### src/rtl/spin_start_pkg.sv
package spin_start_pkg;
  typedef enum logic [2:0] {
    ST_IDLE, ST_ALIGN, ST_GO, ST_WAIT, ST_RUN, ST_FAIL
  } seq_state_e;

  function automatic int max_of(input int a, input int b);
    return (a > b) ? a : b;
  endfunction
endpackage

### src/rtl/spin_start_timer.sv
module spin_start_timer #(
  parameter int CNT_W = 8
) (
  input  logic             clk_i,
  input  logic             rst_ni,
  input  logic             load_i,
  input  logic [CNT_W-1:0] load_val_i,
  output logic             done_o
);
  logic [CNT_W-1:0] cnt_q;

  always_ff @(posedge clk_i or negedge rst_ni) begin
    if (!rst_ni)            cnt_q <= '0;
    else if (load_i)        cnt_q <= load_val_i;
    else if (cnt_q != '0)   cnt_q <= cnt_q - 1'b1;
  end

  assign done_o = (cnt_q == '0);
endmodule

### src/rtl/spin_start_stepper.sv
module spin_start_stepper #(
  parameter int STEP_CYC   = 8,
  parameter int NUM_PHASES = 6,
  localparam int PH_W = $clog2(NUM_PHASES),
  localparam int SC_W = $clog2(STEP_CYC + 1)
) (
  input  logic            clk_i,
  input  logic            rst_ni,
  input  logic            clear_i,
  input  logic            in_go_i,
  output logic            step_o,
  output logic [PH_W-1:0] phase_o
);
  localparam logic [PH_W-1:0] LAST_PH = PH_W'(NUM_PHASES - 1);

  logic [SC_W-1:0] step_cnt_q;
  logic [PH_W-1:0] phase_q;

  assign step_o  = in_go_i && (step_cnt_q == '0);
  assign phase_o = phase_q;

  always_ff @(posedge clk_i or negedge rst_ni) begin
    if (!rst_ni)                    step_cnt_q <= '0;
    else if (clear_i || !in_go_i)   step_cnt_q <= '0;
    else if (step_o)                step_cnt_q <= SC_W'(STEP_CYC - 1);
    else                            step_cnt_q <= step_cnt_q - 1'b1;
  end

  always_ff @(posedge clk_i or negedge rst_ni) begin
    if (!rst_ni)       phase_q <= '0;
    else if (clear_i)  phase_q <= '0;
    else if (step_o)   phase_q <= (phase_q == LAST_PH) ? '0 : phase_q + 1'b1;
  end

  a_r5_phase_in_range: assert property (@(posedge clk_i) disable iff (!rst_ni)
    int'(phase_q) < NUM_PHASES);

  a_r5_step_advances_phase: assert property (@(posedge clk_i) disable iff (!rst_ni)
    (step_o && !clear_i) |=>
      phase_q == (($past(phase_q) == LAST_PH) ? '0 : $past(phase_q) + 1'b1));

  a_r5_phase_holds_without_step: assert property (@(posedge clk_i) disable iff (!rst_ni)
    (!step_o && !clear_i) |=> $stable(phase_q));
endmodule

### src/rtl/spin_start_fsm.sv
module spin_start_fsm
  import spin_start_pkg::*;
#(
  parameter int CNT_W       = 8,
  parameter int ALIGN_CYC_0 = 10,
  parameter int ALIGN_CYC_1 = 20,
  parameter int ALIGN_CYC_2 = 30,
  parameter int ALIGN_CYC_3 = 40,
  parameter int GO_CYC_0    = 50,
  parameter int GO_CYC_1    = 60,
  parameter int GO_CYC_2    = 70,
  parameter int GO_CYC_3    = 80,
  parameter int WAIT_CYC    = 25
) (
  input  logic             clk_i,
  input  logic             rst_ni,
  input  logic             start_i,
  input  logic [1:0]       code_i,
  input  logic             zc_i,
  input  logic             tmr_done_i,
  output logic             tmr_load_o,
  output logic [CNT_W-1:0] tmr_val_o,
  output seq_state_e       state_o,
  output logic             stat_align_o,
  output logic             stat_go_o
);
  seq_state_e state_q, state_d;
  logic [1:0] code_q;
  logic       align_q, go_q;

  function automatic logic [CNT_W-1:0] align_len(input logic [1:0] c);
    case (c)
      2'd0:    return CNT_W'(ALIGN_CYC_0 - 1);
      2'd1:    return CNT_W'(ALIGN_CYC_1 - 1);
      2'd2:    return CNT_W'(ALIGN_CYC_2 - 1);
      default: return CNT_W'(ALIGN_CYC_3 - 1);
    endcase
  endfunction

  function automatic logic [CNT_W-1:0] go_len(input logic [1:0] c);
    case (c)
      2'd0:    return CNT_W'(GO_CYC_0 - 1);
      2'd1:    return CNT_W'(GO_CYC_1 - 1);
      2'd2:    return CNT_W'(GO_CYC_2 - 1);
      default: return CNT_W'(GO_CYC_3 - 1);
    endcase
  endfunction

  always_comb begin
    state_d    = state_q;
    tmr_load_o = 1'b0;
    tmr_val_o  = '0;
    if (start_i) begin
      state_d    = ST_ALIGN;
      tmr_load_o = 1'b1;
      tmr_val_o  = align_len(code_i);
    end else begin
      unique case (state_q)
        ST_ALIGN: if (tmr_done_i) begin
          state_d    = ST_GO;
          tmr_load_o = 1'b1;
          tmr_val_o  = go_len(code_q);
        end
        ST_GO: if (tmr_done_i) begin
          state_d    = ST_WAIT;
          tmr_load_o = 1'b1;
          tmr_val_o  = CNT_W'(WAIT_CYC - 1);
        end
        ST_WAIT: begin
          if (zc_i)            state_d = ST_RUN;  // crossing wins on last cycle
          else if (tmr_done_i) state_d = ST_FAIL;
        end
        default: ;
      endcase
    end
  end

  always_ff @(posedge clk_i or negedge rst_ni) begin
    if (!rst_ni) begin
      state_q <= ST_IDLE;
      code_q  <= '0;
      align_q <= 1'b0;
      go_q    <= 1'b0;
    end else begin
      state_q <= state_d;
      if (start_i) begin
        code_q  <= code_i;
        align_q <= 1'b1;
        go_q    <= 1'b1;
      end else if (state_q == ST_WAIT && state_d == ST_FAIL) begin
        go_q    <= 1'b0;
      end
    end
  end

  assign state_o      = state_q;
  assign stat_align_o = align_q;
  assign stat_go_o    = go_q;

  a_r2_cmd_enters_align: assert property (@(posedge clk_i) disable iff (!rst_ni)
    start_i |=> (state_q == ST_ALIGN) && stat_go_o && stat_align_o);

  a_r7_go_falls_only_on_fail: assert property (@(posedge clk_i) disable iff (!rst_ni)
    $fell(stat_go_o) |-> (state_q == ST_FAIL));

  a_r7_align_never_falls: assert property (@(posedge clk_i) disable iff (!rst_ni)
    !$fell(stat_align_o));

  a_r6_zc_in_wait_succeeds: assert property (@(posedge clk_i) disable iff (!rst_ni)
    (state_q == ST_WAIT && zc_i && !start_i) |=> (state_q == ST_RUN));

  a_r8_zc_ignored_while_driving: assert property (@(posedge clk_i) disable iff (!rst_ni)
    ((state_q == ST_ALIGN || state_q == ST_GO) && !tmr_done_i && !start_i) |=> $stable(state_q));

  a_r8_terminal_states_hold: assert property (@(posedge clk_i) disable iff (!rst_ni)
    ((state_q == ST_IDLE || state_q == ST_RUN || state_q == ST_FAIL) && !start_i)
      |=> $stable(state_q) && $stable(stat_go_o));
endmodule

### src/rtl/spin_start_seq.sv
module spin_start_seq
  import spin_start_pkg::*;
#(
  parameter int ALIGN_CYC_0 = 1_780_000,
  parameter int ALIGN_CYC_1 = 3_560_000,
  parameter int ALIGN_CYC_2 = 5_330_000,
  parameter int ALIGN_CYC_3 = 7_110_000,
  parameter int GO_CYC_0    = 7_110_000,
  parameter int GO_CYC_1    = 14_220_000,
  parameter int GO_CYC_2    = 21_330_000,
  parameter int GO_CYC_3    = 28_440_000,
  parameter int WAIT_CYC    = 4_190_000,
  parameter int STEP_CYC    = 20_000,
  parameter int NUM_PHASES  = 6,
  localparam int PH_W = $clog2(NUM_PHASES)
) (
  input  logic            clk_i,
  input  logic            rst_ni,
  input  logic            start_i,
  input  logic [1:0]      dly_code_i,
  input  logic            zc_i,
  output logic            drive_en_o,
  output logic            align_hold_o,
  output logic            step_o,
  output logic [PH_W-1:0] phase_o,
  output logic            stat_align_o,
  output logic            stat_go_o
);
  localparam int MAX_A = max_of(max_of(ALIGN_CYC_0, ALIGN_CYC_1), max_of(ALIGN_CYC_2, ALIGN_CYC_3));
  localparam int MAX_G = max_of(max_of(GO_CYC_0, GO_CYC_1), max_of(GO_CYC_2, GO_CYC_3));
  localparam int MAX_C = max_of(max_of(MAX_A, MAX_G), WAIT_CYC);
  localparam int CNT_W = $clog2(MAX_C + 1);

  logic             tmr_load, tmr_done;
  logic [CNT_W-1:0] tmr_val;
  seq_state_e       state;

  spin_start_fsm #(
    .CNT_W(CNT_W),
    .ALIGN_CYC_0(ALIGN_CYC_0), .ALIGN_CYC_1(ALIGN_CYC_1),
    .ALIGN_CYC_2(ALIGN_CYC_2), .ALIGN_CYC_3(ALIGN_CYC_3),
    .GO_CYC_0(GO_CYC_0), .GO_CYC_1(GO_CYC_1),
    .GO_CYC_2(GO_CYC_2), .GO_CYC_3(GO_CYC_3),
    .WAIT_CYC(WAIT_CYC)
  ) fsm_i (
    .clk_i, .rst_ni, .start_i,
    .code_i(dly_code_i), .zc_i,
    .tmr_done_i(tmr_done), .tmr_load_o(tmr_load), .tmr_val_o(tmr_val),
    .state_o(state), .stat_align_o, .stat_go_o
  );

  spin_start_timer #(.CNT_W(CNT_W)) timer_i (
    .clk_i, .rst_ni, .load_i(tmr_load), .load_val_i(tmr_val), .done_o(tmr_done)
  );

  spin_start_stepper #(.STEP_CYC(STEP_CYC), .NUM_PHASES(NUM_PHASES)) stepper_i (
    .clk_i, .rst_ni, .clear_i(start_i), .in_go_i(state == ST_GO),
    .step_o, .phase_o
  );

  assign align_hold_o = (state == ST_ALIGN);
  assign drive_en_o   = (state == ST_ALIGN) || (state == ST_GO);

  a_r4_no_drive_when_idle: assert property (@(posedge clk_i) disable iff (!rst_ni)
    !stat_go_o |-> !drive_en_o);

  a_r5_step_only_while_driving: assert property (@(posedge clk_i) disable iff (!rst_ni)
    step_o |-> (drive_en_o && !align_hold_o));
endmodule

### config.mk
export PLATFORM = sky130hd
export DESIGN_NAME = spin_start_seq
export DESIGN_NICKNAME = d
export VERILOG_FILES = /design/src/rtl/spin_start_pkg.sv /design/src/rtl/spin_start_timer.sv /design/src/rtl/spin_start_stepper.sv /design/src/rtl/spin_start_fsm.sv /design/src/rtl/spin_start_seq.sv
export SDC_FILE = /design/constraint.sdc
export NUM_CORES = 1
export LEC_CHECK = 0
export BUFFER_PORTS_ARGS = -buffer_cell sky130_fd_sc_hd__buf_4
export CAP_MARGIN = 20
export CORE_MARGIN = 3
export CORE_UTILIZATION = 49
export DETAILED_ROUTE_END_ITERATION = 8
export PLACE_DENSITY = 0.71
export SLEW_MARGIN = 20
export SYNTH_ARGS = -nofsm -noshare
export SYNTH_HDL_FRONTEND = slang
export SYNTH_SLANG_ARGS = --single-unit
### constraint.sdc
create_clock -name clk_i -period 5.1 [get_ports clk_i]
set_clock_uncertainty 0.1 [all_clocks]
set_input_delay 0.765 -clock clk_i [delete_from_list [all_inputs] [get_ports clk_i]]
set_output_delay 0.765 -clock clk_i [all_outputs]
set_load 0.02 [all_outputs]
==> Implementation_results.wiki <==
{| class="wikitable"
! Metric !! Value
|-
| CP max stage delay || 0.59 ns
|-
| Gate family responsible for the most delay along the worst path || simple AND/OR/NAND/NOR gates
|-
| WP data arrival || 2.29 ns
|-
| Layout overhead on the synthesized area || 7.89%
|-
| Total negative slack for setup checks || 0 ns
|-
| Static leakage power || 0.00143 uW
|-
| Total number of nets in the final design || 357
|-
| Vertical die dimension || 84.0 microns
|-
| I/O pin total || 14
|-
| Sequential power share || 53.4%
|-
| Worst Hold Margin || 0.363 ns
|-
| Clock Power Share || 35.2%
|-
| Gate count of the mapped netlist || 333
|-
| Half-perimeter wire length after detailed placement || 4780 microns
|-
| Int Power || 597 uW
|-
| Final cycle utilization of the critical path || 61.9%
|-
| Routed WL per cell || 16.2 microns
|-
| Minimum clock period after layout || 3.16 ns
|-
| Main synth FF type || dfrtp_1
|-
| R2R depth || 7
|-
| Number of endpoints with negative hold slack in the final report || 0
|-
| Site Rows || 27
|-
| Filler cell count || 518
|-
| CTS Root Buffer Type || clkbuf_8
|-
| Critical Path End Type || primary output
|-
| H-tree depth || 2
|-
| CP Class || flip-flop to primary output
|-
| Cell-by-cell listing of the critical path || or4_1 > nor4_1 > nand3_1 > inv_1 > buf_4
|-
| Slew of the pin with the lowest slew margin || 0.984 ns
|-
| Worst slew margin relative to its limit || 34.1%
|-
| Reg2Reg Capture Point || timer_i.cnt_q[20]
|-
| Die span in x || 84.0 microns
|-
| Number of failing setup endpoints in the final timing report || 0
|-
| Async SR Flop Fraction || 100%
|-
| Slack of the worst reg-to-reg path || 2.37 ns
|-
| Starting density of the core || 52.2%
|-
| Worst reg2reg startpoint || timer_i.cnt_q[0]
|-
| Number of global-route vias before repair || 2197
|-
| Final estimated routing congestion in global placement || 0.852
|-
| Total buffers and inverters traversed by the critical path || 2
|-
| Data required time at the worst endpoint || 4.24 ns
|-
| Mean Syn Cell Area || 8.95 sq um
|-
| Syn Nets || 351
|-
| Peak supply drop || 0.000180 V
|-
| Max Clk Rate || 0.317 GHz
|-
| Total number of yosys warnings || 0
|-
| Routed Antenna Nets || 0
|-
| Global-route wire length before repair || 11300 microns
|-
| # resized after CTS || 0
|-
| Max Transition Viols Final || 0
|-
| Element type at the critical path start || flip-flop
|-
| Deepest clock path buffer count || 2
|-
| Antenna violations before repair || 0
|-
| Average via count per standard cell || 6.00
|-
| Post-route DRC violation count || 0
|-
| Count of hold-fix buffers inserted at cts || 0
|-
| Number of synthesized flops with an enable pin || 0
|-
| Switching power as a share of total power || 26.7%
|-
| Via count || 2474
|-
| Register area share after synthesis || 42.0%
|-
| Worst-path maximum fanout || 5
|-
| Post-placement worst setup slack || 2.28 ns
|-
| Area of the die || 7060 sq um
|-
| Number of inserted diodes || 0
|-
| All-layer global routing usage || 19.9%
|-
| Fraction of layout cells with a size suffix above 1 || 9.12%
|-
| Status || finished clean
|-
| Port-buffer cells || 13
|-
| Power per standard cell area || 253 nW/um^2
|-
| Count of unique library cells instantiated by Yosys || 50
|-
| Source-to-sink clock delay at the later pin of the worst-skew pair || 0.32 ns
|-
| Core Region || 5710 sq um
|-
| 1st-iter DRT viols || 212
|-
| Largest net degree at the start of global routing || 51
|-
| Total wire length || 6690 microns
|-
| Iteration count of the initial detailed-routing pass || 5
|-
| Cell area after technology mapping || 2980 sq um
|-
| CTS tree || yes
|-
| Synthesized flop and latch total || 50
|-
| Net Sw Power || 218 uW
|-
| Clock-pin slew reported for the worst setup and hold paths after clock tree synthesis || 0.10 ns
|-
| Global route total overflow || 0
|-
| RSZ-0062 raised after global routing || false
|-
| Number of buffers inserted during clock tree synthesis || 5
|-
| Post-CTS setup buffer count || 0
|-
| Hold crit path type || primary input to async pin
|-
| Clock sink count || 50
|-
| Crit-path slowest cell || or4_1
|-
| Area post-placement || 3110 sq um
|-
| Power share of the combinational group || 11.5%
|-
| Design Area, Final || 3220 sq um
|-
| Reported max-cap violation count || 0
|-
| Final setup margin || 1.94 ns
|}
-- final cells by class --
cell class,count,area [sq um],share of cell area (%)
Timing Repair Buffer,13,97.6,3.03
Clock inverter,2,37.5,1.17
Sequential cell,50,1250,38.9
Tap cell,72,90.1,2.80
Multi-Input combinational cell,256,1620,50.3
Clock buffer,6,72.6,2.26
Inverter,13,48.8,1.52
-- how the worst max path moves through the flow --
stage,startpoint,endpoint,slack (ns),depth (start not counted)
detailed placement,stepper_i.step_cnt_q[8],step_o,2.28,5
global placement,stepper_i.step_cnt_q[8],step_o,2.36,5
CTS,stepper_i.step_cnt_q[8],step_o,1.91,5
finish,stepper_i.step_cnt_q[8],step_o,1.94,5
global route,stepper_i.step_cnt_q[8],step_o,1.77,5
floorplan,stepper_i.step_cnt_q[8],step_o,2.65,4
-- power groups by stage --
stage          logic [uW]  clock network [uW]  registers, uW
2_1_floorplan        64.8                   0            438
3_3_place_gp         92.0                   0            442
3_5_place_dp         93.5                   0            442
4_1_cts              93.9                 290            434
5_1_grt               107                 305            439
6_report             93.4                 286            435
-- sequential cells by signal, indices dropped and copies added (netlist names) --
signal	flops
fsm_i.code_q	2
fsm_i.stat_align_o	1
fsm_i.stat_go_o	1
fsm_i.state_o	3
stepper_i.phase_o	3
stepper_i.step_cnt_q	15
timer_i.cnt_q	25
-- kinds of logic after synthesis --
family                   Yosys count  share of synthesized area, %
XOR/XNOR                          21                          6.17
AND/OR/NAND/NOR                  143                          25.8
multiplexers                       1                         0.336
buffers and inverters             27                          3.73
adder cells (fa/ha/maj)           12                          5.04
AO/OA/AOI/OAI                     79                          17.0
flip-flops                        50                          42.0
-- cell usage after synthesis, drive strengths merged, types with 2 or more instances --
| library cell | number | area share (%) |
|---|---|---|
| a211o | 2 | 0.59 |
| a211oi | 2 | 0.50 |
| a21o | 4 | 1.0 |
| a21oi | 22 | 3.7 |
| a31oi | 5 | 1.0 |
| and3 | 2 | 0.42 |
| and4 | 2 | 0.59 |
| and4b | 2 | 0.67 |
| buf | 3 | 0.71 |
| clkbuf | 11 | 1.4 |
| dfrtp | 50 | 42 |
| ha | 12 | 5.0 |
| inv | 13 | 1.6 |
| nand2 | 30 | 3.9 |
| nand2b | 10 | 2.1 |
| nand3 | 10 | 1.7 |
| nand3b | 2 | 0.50 |
| nand4 | 4 | 0.84 |
| nor2 | 37 | 4.7 |
| nor2b | 2 | 0.42 |
| nor3 | 13 | 2.2 |
| nor4 | 6 | 1.8 |
| o211ai | 3 | 0.76 |
| o21ai | 17 | 2.9 |
| o22ai | 3 | 0.63 |
| o31a | 5 | 1.5 |
| o31ai | 8 | 2.0 |
| o41ai | 2 | 0.59 |
| or2 | 2 | 0.42 |
| or3 | 10 | 2.1 |
| or4 | 7 | 2.1 |
| xnor2 | 10 | 2.9 |
| xor2 | 11 | 3.2 |
-- layout by cell type (no fill, tap or decap), types with 2 or more instances in the layout --
cell       n
nand2b_1  10
or4_1      4
xor2_1    11
inv_1     13
or4_4      3
nor2b_1    2
xnor2_1   10
nor3_1    13
or3_1     10
a21o_1     4
a211oi_1   2
nand3_1   10
o22ai_1    3
o21ai_0   16
o41ai_1    2
and4b_1    2
or2_2      2
dfrtp_1   50
o31a_1     5
nor4_1     5
o31ai_1    8
nand3b_1   2
o211ai_1   3
and4_1     2
a211o_1    2
nor2_1    36
ha_1      12
a31oi_1    5
buf_4     13
and3_1     2
a21oi_1   22
nand4_1    4
clkbuf_8   5
nand2_1   29
-- stage by stage --
step           utilization (%)  instances  power [uW]
6_report                  56.3        412         815
4_1_cts                   56.3        412         819
3_5_place_dp              54.4        404         536
2_1_floorplan                -        333         502
5_1_grt                   56.3        412         851
3_3_place_gp              54.4        404         534
-- worst register-to-register path, cell delays in order (launching register included) --
cell and delay (ns):
dfrtp_1 0.43, inv_1 0.08, ha_1 0.17, nor4b_2 0.48
and4_1 0.37, nand2_2 0.24, nor3_1 0.57, o31ai_1 0.16
-- metal layers --
layer / GRT usage (%) / vias up / part of all wire, %
met4: 4.39 / 0 / 1.1
met1: 29.8 / 1188 / 50
li1: - / 1207 / -
met5: 0 / - / 0
met2: 28.9 / 71 / 44
met3: 4.84 / 8 / 5.0
(Power assumes the default switching activity.)
